<file path="config.mk">
export PLATFORM = sky130hd
export DESIGN_NAME = burst_read_slave
export DESIGN_NICKNAME = d
export VERILOG_FILES = /design/src/rtl/brs_pkg.sv /design/src/rtl/brs_cmd_fifo.sv /design/src/rtl/brs_burst_fsm.sv /design/src/rtl/brs_fixed_pipe.sv /design/src/rtl/brs_mem.sv /design/src/rtl/burst_read_slave.sv
export SDC_FILE = /design/constraint.sdc
export NUM_CORES = 2
export LEC_CHECK = 0
export BUFFER_PORTS_ARGS = -buffer_cell sky130_fd_sc_hd__buf_2
export CELL_PAD_IN_SITES_DETAIL_PLACEMENT = 1
export CELL_PAD_IN_SITES_GLOBAL_PLACEMENT = 1
export CORE_AREA = 2 2 495 374
export CTS_CLUSTER_SIZE = 10
export DETAILED_ROUTE_END_ITERATION = 8
export DIE_AREA = 0 0 497 376
export PLACE_DENSITY = 0.75
export SETUP_SLACK_MARGIN = 0.15
export SLEW_MARGIN = 10
export SYNTH_ARGS = -nofsm -noshare
export SYNTH_HDL_FRONTEND = slang
export SYNTH_SLANG_ARGS = --single-unit
</file>
<file path="constraint.sdc">
create_clock -name clk -period 2.96 [get_ports clk]
set_input_delay 0.148 -clock clk [delete_from_list [all_inputs] [get_ports clk]]
set_output_delay 0.148 -clock clk [all_outputs]
set_load 0.005 [all_outputs]
</file>
<file path="src/rtl/brs_pkg.sv">
package brs_pkg;
    typedef enum logic [0:0] {
        S_IDLE   = 1'b0,
        S_STREAM = 1'b1
    } brs_state_e;
endpackage

</file>
<file path="src/rtl/brs_cmd_fifo.sv">
module brs_cmd_fifo #(
    parameter int WIDTH = 10,
    parameter int DEPTH = 4,
    localparam int PW = (DEPTH > 1) ? $clog2(DEPTH) : 1,
    localparam int CW = $clog2(DEPTH + 1)
) (
    input  logic             clk,
    input  logic             rst_n,
    input  logic             push,
    input  logic [WIDTH-1:0] din,
    input  logic             pop,
    output logic [WIDTH-1:0] dout,
    output logic             full,
    output logic             empty,
    output logic [CW-1:0]    count
);
    logic [WIDTH-1:0] slots [DEPTH];
    logic [PW-1:0]    wptr, rptr;
    logic             do_push, do_pop;

    assign full    = (count == CW'(DEPTH));
    assign empty   = (count == '0);
    assign do_push = push && !full;
    assign do_pop  = pop && !empty;
    assign dout    = slots[rptr];

    function automatic logic [PW-1:0] bump(input logic [PW-1:0] p);
        return (p == PW'(DEPTH - 1)) ? '0 : p + PW'(1);
    endfunction

    always_ff @(posedge clk) begin
        if (do_push) slots[wptr] <= din;
    end

    always_ff @(posedge clk or negedge rst_n) begin
        if (!rst_n) begin
            wptr  <= '0;
            rptr  <= '0;
            count <= '0;
        end else begin
            if (do_push) wptr <= bump(wptr);
            if (do_pop)  rptr <= bump(rptr);
            unique case ({do_push, do_pop})
                2'b10:   count <= count + CW'(1);
                2'b01:   count <= count - CW'(1);
                default: count <= count;
            endcase
        end
    end
endmodule

</file>
<file path="src/rtl/brs_burst_fsm.sv">
module brs_burst_fsm
    import brs_pkg::*;
#(
    parameter int ADDR_W = 6,
    parameter int BCNT_W = 4
) (
    input  logic              clk,
    input  logic              rst_n,
    input  logic              q_empty,
    input  logic [ADDR_W-1:0] head_addr,
    input  logic [BCNT_W-1:0] head_cnt,
    output logic              q_pop,
    output logic              issue_vld,
    output logic              issue_first,
    output logic [ADDR_W-1:0] issue_addr
);
    brs_state_e        state, state_n;
    logic [ADDR_W-1:0] addr_q, addr_n;
    logic [BCNT_W-1:0] remain_q, remain_n;
    logic              first_q, first_n;

    // state register
    always_ff @(posedge clk or negedge rst_n) begin
        if (!rst_n) begin
            state    <= S_IDLE;
            addr_q   <= '0;
            remain_q <= '0;
            first_q  <= 1'b0;
        end else begin
            state    <= state_n;
            addr_q   <= addr_n;
            remain_q <= remain_n;
            first_q  <= first_n;
        end
    end

    // next state and queue pop
    always_comb begin
        state_n  = state;
        addr_n   = addr_q;
        remain_n = remain_q;
        first_n  = 1'b0;
        q_pop    = 1'b0;
        unique case (state)
            S_IDLE: begin
                if (!q_empty) begin
                    q_pop    = 1'b1;
                    addr_n   = head_addr;
                    remain_n = head_cnt;
                    first_n  = 1'b1;
                    state_n  = S_STREAM;
                end
            end
            S_STREAM: begin
                if (remain_q == BCNT_W'(1)) begin
                    if (!q_empty) begin
                        q_pop    = 1'b1;
                        addr_n   = head_addr;
                        remain_n = head_cnt;
                        first_n  = 1'b1;
                        state_n  = S_STREAM;
                    end else begin
                        state_n  = S_IDLE;
                    end
                end else begin
                    addr_n   = addr_q + ADDR_W'(1);
                    remain_n = remain_q - BCNT_W'(1);
                end
            end
            default: state_n = S_IDLE;
        endcase
    end

    // outputs
    always_comb begin
        issue_vld   = (state == S_STREAM);
        issue_first = first_q;
        issue_addr  = addr_q;
    end
endmodule

</file>
<file path="src/rtl/brs_fixed_pipe.sv">
module brs_fixed_pipe #(
    parameter int ADDR_W = 6,
    parameter int STAGES = 1
) (
    input  logic              clk,
    input  logic              rst_n,
    input  logic              in_vld,
    input  logic [ADDR_W-1:0] in_addr,
    output logic              out_vld,
    output logic [ADDR_W-1:0] out_addr
);
    logic [STAGES-1:0] vld_sr;
    logic [ADDR_W-1:0] addr_sr [STAGES];

    always_ff @(posedge clk or negedge rst_n) begin
        if (!rst_n) begin
            vld_sr <= '0;
        end else begin
            vld_sr[0] <= in_vld;
            for (int i = 1; i < STAGES; i++) vld_sr[i] <= vld_sr[i-1];
        end
    end

    always_ff @(posedge clk) begin
        addr_sr[0] <= in_addr;
        for (int i = 1; i < STAGES; i++) addr_sr[i] <= addr_sr[i-1];
    end

    assign out_vld  = vld_sr[STAGES-1];
    assign out_addr = addr_sr[STAGES-1];
endmodule

</file>
<file path="src/rtl/brs_mem.sv">
module brs_mem #(
    parameter int ADDR_W = 6,
    parameter int DATA_W = 32,
    localparam int WORDS = 1 << ADDR_W
) (
    input  logic              clk,
    input  logic              rst_n,
    input  logic              wr_en,
    input  logic [ADDR_W-1:0] wr_addr,
    input  logic [DATA_W-1:0] wr_data,
    input  logic              rd_req,
    input  logic [ADDR_W-1:0] rd_addr,
    output logic [DATA_W-1:0] rd_data,
    output logic              rd_valid
);
    logic [DATA_W-1:0] cells [WORDS];

    always_ff @(posedge clk) begin
        if (wr_en)  cells[wr_addr] <= wr_data;
        if (rd_req) rd_data <= cells[rd_addr];
    end

    always_ff @(posedge clk or negedge rst_n) begin
        if (!rst_n) rd_valid <= 1'b0;
        else        rd_valid <= rd_req;
    end
endmodule

</file>
<file path="src/rtl/burst_read_slave.sv">
module burst_read_slave #(
    parameter int ADDR_W    = 6,
    parameter int DATA_W    = 32,
    parameter int BCNT_W    = 4,
    parameter int QDEPTH    = 4,
    parameter int FIXED_LAT = 0,
    parameter int LATENCY   = 2,
    localparam int CW       = $clog2(QDEPTH + 1),
    localparam int ENTRY_W  = ADDR_W + BCNT_W
) (
    input  logic              clk,
    input  logic              rst_n,
    input  logic              cmd_read,
    input  logic [ADDR_W-1:0] cmd_addr,
    input  logic [BCNT_W-1:0] cmd_burst,
    output logic              cmd_wait,
    output logic [DATA_W-1:0] rd_data,
    output logic              rd_valid,
    input  logic              wr_en,
    input  logic [ADDR_W-1:0] wr_addr,
    input  logic [DATA_W-1:0] wr_data
);
    logic              accept;
    logic [BCNT_W-1:0] len_fix;
    logic [CW-1:0]     q_count;
    logic              q_pop;
    logic              issue_vld, issue_first;
    logic [ADDR_W-1:0] issue_addr;

    assign accept  = cmd_read && !cmd_wait;
    assign len_fix = (cmd_burst == '0) ? BCNT_W'(1) : cmd_burst;

    generate
        if (FIXED_LAT != 0) begin : g_fixed
            assign cmd_wait    = 1'b0;
            assign q_count     = '0;
            assign q_pop       = 1'b0;
            assign issue_first = 1'b1;
            brs_fixed_pipe #(.ADDR_W(ADDR_W), .STAGES(LATENCY - 1)) u_pipe (
                .clk(clk), .rst_n(rst_n),
                .in_vld(accept), .in_addr(cmd_addr),
                .out_vld(issue_vld), .out_addr(issue_addr)
            );
        end else begin : g_var
            logic [ENTRY_W-1:0] head;
            logic               q_full, q_empty;
            assign cmd_wait = q_full;
            brs_cmd_fifo #(.WIDTH(ENTRY_W), .DEPTH(QDEPTH)) u_fifo (
                .clk(clk), .rst_n(rst_n),
                .push(accept), .din({cmd_addr, len_fix}),
                .pop(q_pop), .dout(head),
                .full(q_full), .empty(q_empty), .count(q_count)
            );
            brs_burst_fsm #(.ADDR_W(ADDR_W), .BCNT_W(BCNT_W)) u_fsm (
                .clk(clk), .rst_n(rst_n),
                .q_empty(q_empty),
                .head_addr(head[ENTRY_W-1:BCNT_W]),
                .head_cnt(head[BCNT_W-1:0]),
                .q_pop(q_pop),
                .issue_vld(issue_vld), .issue_first(issue_first),
                .issue_addr(issue_addr)
            );
        end
    endgenerate

    brs_mem #(.ADDR_W(ADDR_W), .DATA_W(DATA_W)) u_mem (
        .clk(clk), .rst_n(rst_n),
        .wr_en(wr_en), .wr_addr(wr_addr), .wr_data(wr_data),
        .rd_req(issue_vld), .rd_addr(issue_addr),
        .rd_data(rd_data), .rd_valid(rd_valid)
    );
endmodule

</file>
# Yosys cells after proc, flatten, opt, wreduce, memory -nomap -nowiden
# Memory sizes are Yosys's and may differ from the RTL's. A register that Yosys moved wholly into a read port is not among the register bits.
# Cells that the tools add are included.
dict set report word_totals {
  ff_bits 19
  latchBits 0
  ram_bits 2088
  mem_bits_ro 0
  in_bits 52
  out_inout_bits 34
  elab_cells 49
  mem_count 2
}
# memory words width read_ports rd_ports_with_merged_regs wr line_no
set mem_list {}
lappend mem_list {u_mem.cells 64 32 1 1 1 brs_mem.sv:16} ;# logic [DATA_W-1:0] cells [WORDS];
lappend mem_list {g_var.u_fifo.slots 4 10 1 0 1 brs_cmd_fifo.sv:17} ;# logic [WIDTH-1:0] slots [DEPTH];
dict set report op_classes {
  addsub 6
  n_mul 0
  div 0
  order_cmp 0
  n_eq_ne 6
  shift 0
  mux 19
  n_bitwise 1
  reduce_logical 8
}
# operator n
set op_table {}
lappend op_table {{2-to-1 mux 4 bit} 3}
lappend op_table {{2-to-1 mux 6 bit} 2}
lappend op_table {{case mux 6 bit (2 select lines)} 1}
lappend op_table {{case mux 4 bit (2 select lines)} 1}
lappend op_table {{2-to-1 mux 1 bit} 7}
lappend op_table {{adder 6 x 1 -> 6 bit (second input constant)} 1}
lappend op_table {{equality test 2 bit (second input constant)} 3}
lappend op_table {{case mux 3 bit (2 select lines)} 1}
lappend op_table {{adder 2 x 1 -> 2 bit (second input constant)} 2}
lappend op_table {{equality test 4 x 1 -> 1 bit (second input constant)} 1}
lappend op_table {{logical NOT 4 bit} 1}
lappend op_table {{2-to-1 mux 2 bit} 2}
lappend op_table {{case mux 1 bit (2 select lines)} 2}
lappend op_table {{subtractor 4 x 1 -> 4 bit (second input constant)} 1}
lappend op_table {{adder 3 x 1 -> 3 bit (second input constant)} 1}
lappend op_table {{equality test 3 bit (second input constant)} 1}
lappend op_table {{logical AND 1 bit} 3}
lappend op_table {{logical NOT 3 bit} 1}
lappend op_table {{subtractor 3 x 1 -> 3 bit (second input constant)} 1}
lappend op_table {{equality test 2 x 1 -> 1 bit (second input constant)} 1}
lappend op_table {{logical NOT 1 bit} 2}
lappend op_table {{nonzero test 2 bit} 1}
lappend op_table {{NOT 1 bit} 1}

# Logic depth before layout (Yosys ltp)
dict set report logic_depth {
  word_depth 7
  depth_mapped 12
  ltp_nobuf 12
}

# Hierarchy
# From an unflattened synthesis, not the netlist that was laid out.
dict set report unflattened {
  cells_unflattened 3494
  hier_area_um2 81552.0
}
# mod instances cells_each area_each_um2 seq_area_each_um2
set by_module_without_submodules {}
lappend by_module_without_submodules {brs_mem 1 3325 78860.6 62484.9}
lappend by_module_without_submodules {brs_cmd_fifo 1 92 1925.6 1376.3}
lappend by_module_without_submodules {brs_burst_fsm 1 71 737.0 300.3}
lappend by_module_without_submodules {burst_read_slave 1 6 28.8 0.0}

# Worst setup path after synthesis
# Ideal clock, no wire load.
dict set report synth_path {
  kind {input-to-reg}
  start {input port wr_addr[5]}
  end {memory u_mem.cells[37][0] (enable)}
  setup_time_ns 0.421
  t_arrival_ns 2.346
  t_required_ns 2.539
  path_slack_ns 0.193
  path_stages 4
  n_path_buf 2
  path_cell_list {clkbuf_1 -> or3b_2 -> clkbuf_1 -> nor2_1}
}
# item line_no
set synth_lines {}
lappend synth_lines {{start: declaration} burst_read_slave.sv:20} ;# input logic [ADDR_W-1:0] wr_addr,
lappend synth_lines {{end: declaration} brs_mem.sv:16}
# No word-level cell before the write port.

==> results.cfg <==
[final_layout]
instances_no_fill = 6610
area_growth_pct = 16.8
nets = 4199
drive_gt1_share_pct = 33.3
nFillCells = 15700

[die]
die_y_um = 376
num_rows = 136
num_io_pins = 86
core_region_area_um2 = 182000
dieArea_um2 = 187000
die_w_um = 497
start_util_pct = 44.8

[worst_setup_path]
crit_type = reg -> reg
endpoint_kind = register
start_kind = register
cp_data_required_time_ps = 3530
arrival_ps = 3410
crit_fanout = 6

[sta]
tightest_slew_ps = 1220
skew_ps = 71.6
rsz0062_at_grt = yes
timing.fmax_mhz = 353
period_needed_ps = 2830
setup_viol = 0
max-slew-margin-rel_pct = 18.8
hold-worst-slack_ps = 38.9
maxSlewViolCount = 0
period_share_pct = 95.7
finalWorstSetupSlack_ps = 128
finalHoldViolations = 0

[pwr]
p_comb_share_pct = 31.3
power_density_nw_per_um2 = 924
pwr-share-clk_pct = 29.0
ir_worst_vdd_mv = 0.653
p_leak_nw = 30.1
total_power_w = 0.0881
p_int_w = 0.0607
power.switching_w = 0.0274
p_seq_share_pct = 39.8
switching_share_pct = 31.1

[logic_synthesis]
synth_seq_cells = 2139
syn-num-nets = 3703
synth-edff-count = 2120
synth-seq-area-share_pct = 78.6
synthDistinctLibCells = 42
async_reset_ff_share_pct = 0.888
synth_ff_type = edfxtp_1
synth.avg_cell_area_um2 = 22.4
netlist_instances = 3641
ys_warn_count = 0
syn-cell-area_um2 = 81600

[placement]
gp_congestion = 0.836
io_buffers = 85
pre_cts_slack_ps = -13.0
hpwl_mm = 140
numPlacedInstances = 6237

[drt]
first_pass_iters = 5
drtIter0Drc = 6663
avgViaCountPerCell = 6.45
vias = 42667
antenna_left = 0
drc = 0
routed_wl_mm = 239
wl_per_cell_um = 36.2

[clocking]
cts_tree = built
cts_max_level = 4
clkSinkCount = 2139
clk_latency_ps = 860
clk_pin_slew_ps = 60
numCtsBuffers = 233
clk_path_buf_depth = 3
root_buffer = clkbuf_16

[worst_hold_path]
holdCritPathClass = in -> reg

[global_route]
antenna_found_initial = 26
grt_max_degree = 65
grt_first_pass_wirelength_mm = 337
gr-total-overflow = 0
grt_use_total_pct = 25.4
grt_pass1_vias = 44089

[outcome]
status = complete, no violations

[run]
maxCapViolations = 0
## per-layer routing
metal	track usage [%]	routed length, µm	vias up
li1	-	-	16352
met3	5.50	26100	464
met2	39.8	113000	2853
met1	35.7	91600	22986
met4	8.73	8160	12
met5	0	76	-
## final cells by class
| type | instances | area (µm²) | area share, % |
|---|---|---|---|
| Sequential cell | 2139 | 64200 | 67.3 |
| Multi-Input combinational cell | 1287 | 17000 | 17.8 |
| Clock buffer | 261 | 5960 | 6.25 |
| Timing Repair Buffer | 463 | 4730 | 4.96 |
| Tap cell | 2415 | 3020 | 3.17 |
| Clock inverter | 20 | 392 | 0.411 |
| Inverter | 13 | 48.8 | 0.0512 |
| Antenna cell | 12 | 30.0 | 0.0315 |
## critical path, stage by stage (launching register included)
cell and delay (ps):
dfrtp_4 430, buf_12 150, buf_12 180, buf_4 180, buf_4 150, mux4_2 500
mux4_2 670, nand4_1 140, o21ai_0 110
## state kept, by name (all words and copies together) (netlist names)
name / flops
g_var.u_fifo.rptr: 2
u_mem.rd_data: 32
g_var.u_fsm.issue_addr: 6
u_mem.cells: 2048
g_var.u_fifo.wptr: 2
u_mem.rd_valid: 1
g_var.u_fsm.remain_q: 4
g_var.u_fifo.count: 3
g_var.u_fsm.issue_vld: 1
g_var.u_fifo.slots: 40
## synth_stat cells (3+ instances only)
cell type,n,share of area [%]
o22ai_1,66,0.51
o21ai_0,72,0.44
nand3b_1,3,0.028
dfrtp_1,19,0.58
or3_1,3,0.023
a22oi_1,59,0.54
ha_1,9,0.14
inv_1,13,0.060
nand2b_1,5,0.038
nand2_1,93,0.43
o221ai_1,22,0.24
buf_2,48,0.29
buf_4,41,0.38
edfxtp_1,2120,78
buf_1,19,0.087
a221oi_1,5,0.054
and2_1,7,0.054
mux4_2,495,14
a21oi_1,63,0.39
nor3_1,5,0.031
a211o_1,6,0.064
nand4_1,33,0.25
nor2_1,80,0.37
nand3_1,40,0.25
mux2i_1,37,0.45
or2_2,4,0.031
clkbuf_1,92,0.42
mux2_2,120,1.7
a31oi_1,32,0.25
nor2b_1,12,0.092
## logic make-up after synthesis
| logic type | after synthesis | synth area share, % |
|---|---|---|
| xor+xnor | 3 | 0.0322 |
| compound gates | 332 | 2.55 |
| fa+ha+maj | 10 | 0.163 |
| buf+inv | 215 | 1.27 |
| flops | 2139 | 78.6 |
| mux | 652 | 15.8 |
| simple gates | 290 | 1.64 |
## final timing paths
check / from / endpoint / slack (ps) / cells past startpoint
worst min-delay path: wr_data[7] / u_mem.cells[15][7] / 40 / 2
max in group asynchronous: rst_n / g_var.u_fsm.issue_addr[0] / 1610 / 3
min in group asynchronous: rst_n / u_mem.rd_valid / 560 / 3
worst max register to register: g_var.u_fsm.issue_addr[0] / u_mem.rd_data[0] / 130 / 8
worst max-delay path: g_var.u_fsm.issue_addr[0] / u_mem.rd_data[0] / 130 / 8
worst min register to register: g_var.u_fifo.count[2] / g_var.u_fifo.count[2] / 510 / 1
## layout by cell type, fill, tap and decap left out, types with 5 or more instances in the layout
cell type,instances
and2_1,6
mux2i_1,35
nand2_1,93
nor2b_1,9
buf_12,74
nor2_4,65
a31oi_1,31
clkbuf_1,27
nand4_1,33
inv_1,11
mux2_2,120
dlygate4sd3_1,33
nand3_1,40
buf_2,85
buf_6,11
diode_2,12
clkbuf_16,239
buf_16,12
nand2b_1,5
a211o_1,6
mux4_2,495
ha_1,9
o22ai_1,65
nor3_1,5
a21oi_1,61
a22oi_1,56
o221ai_1,21
edfxtp_1,2120
nor2_1,12
buf_4,238
clkinv_16,8
o21ai_0,68
dfrtp_1,14
## stage by stage
stage / utilization (%) / cell area [µm²] / TNS (ps)
2_1_floorplan: - / 81600 / 0
3_3_place_gp: 48.2 / 87800 / 0
3_5_place_dp: 48.2 / 87800 / -13.0
4_1_cts: 52.1 / 94900 / 0
5_1_grt: 52.3 / 95300 / 0
6_report: 52.3 / 95300 / 0
## timing repair
item                                   4_1_cts  5_1_grt
gates cloned                                 5        5
gates resized for setup                     19       27
hold buffers                                33        0
setup endpoints to repair                   24       29
endpoints found under the hold margin      571        0
setup buffers                               17       20
pin swaps                                    2       10
## power by group through the flow
stage / logic (W) / clock network, W / registers, W
after CTS: 0.0266 / 0.0258 / 0.0350
final: 0.0275 / 0.0255 / 0.0350
after global placement: 0.0248 / 0 / 0.0357
after detailed placement: 0.0254 / 0 / 0.0357
after global routing: 0.0286 / 0.0268 / 0.0350
after floorplan: 0.0150 / 0 / 0.0350
Note: power is estimated with default switching activity, not from simulation.
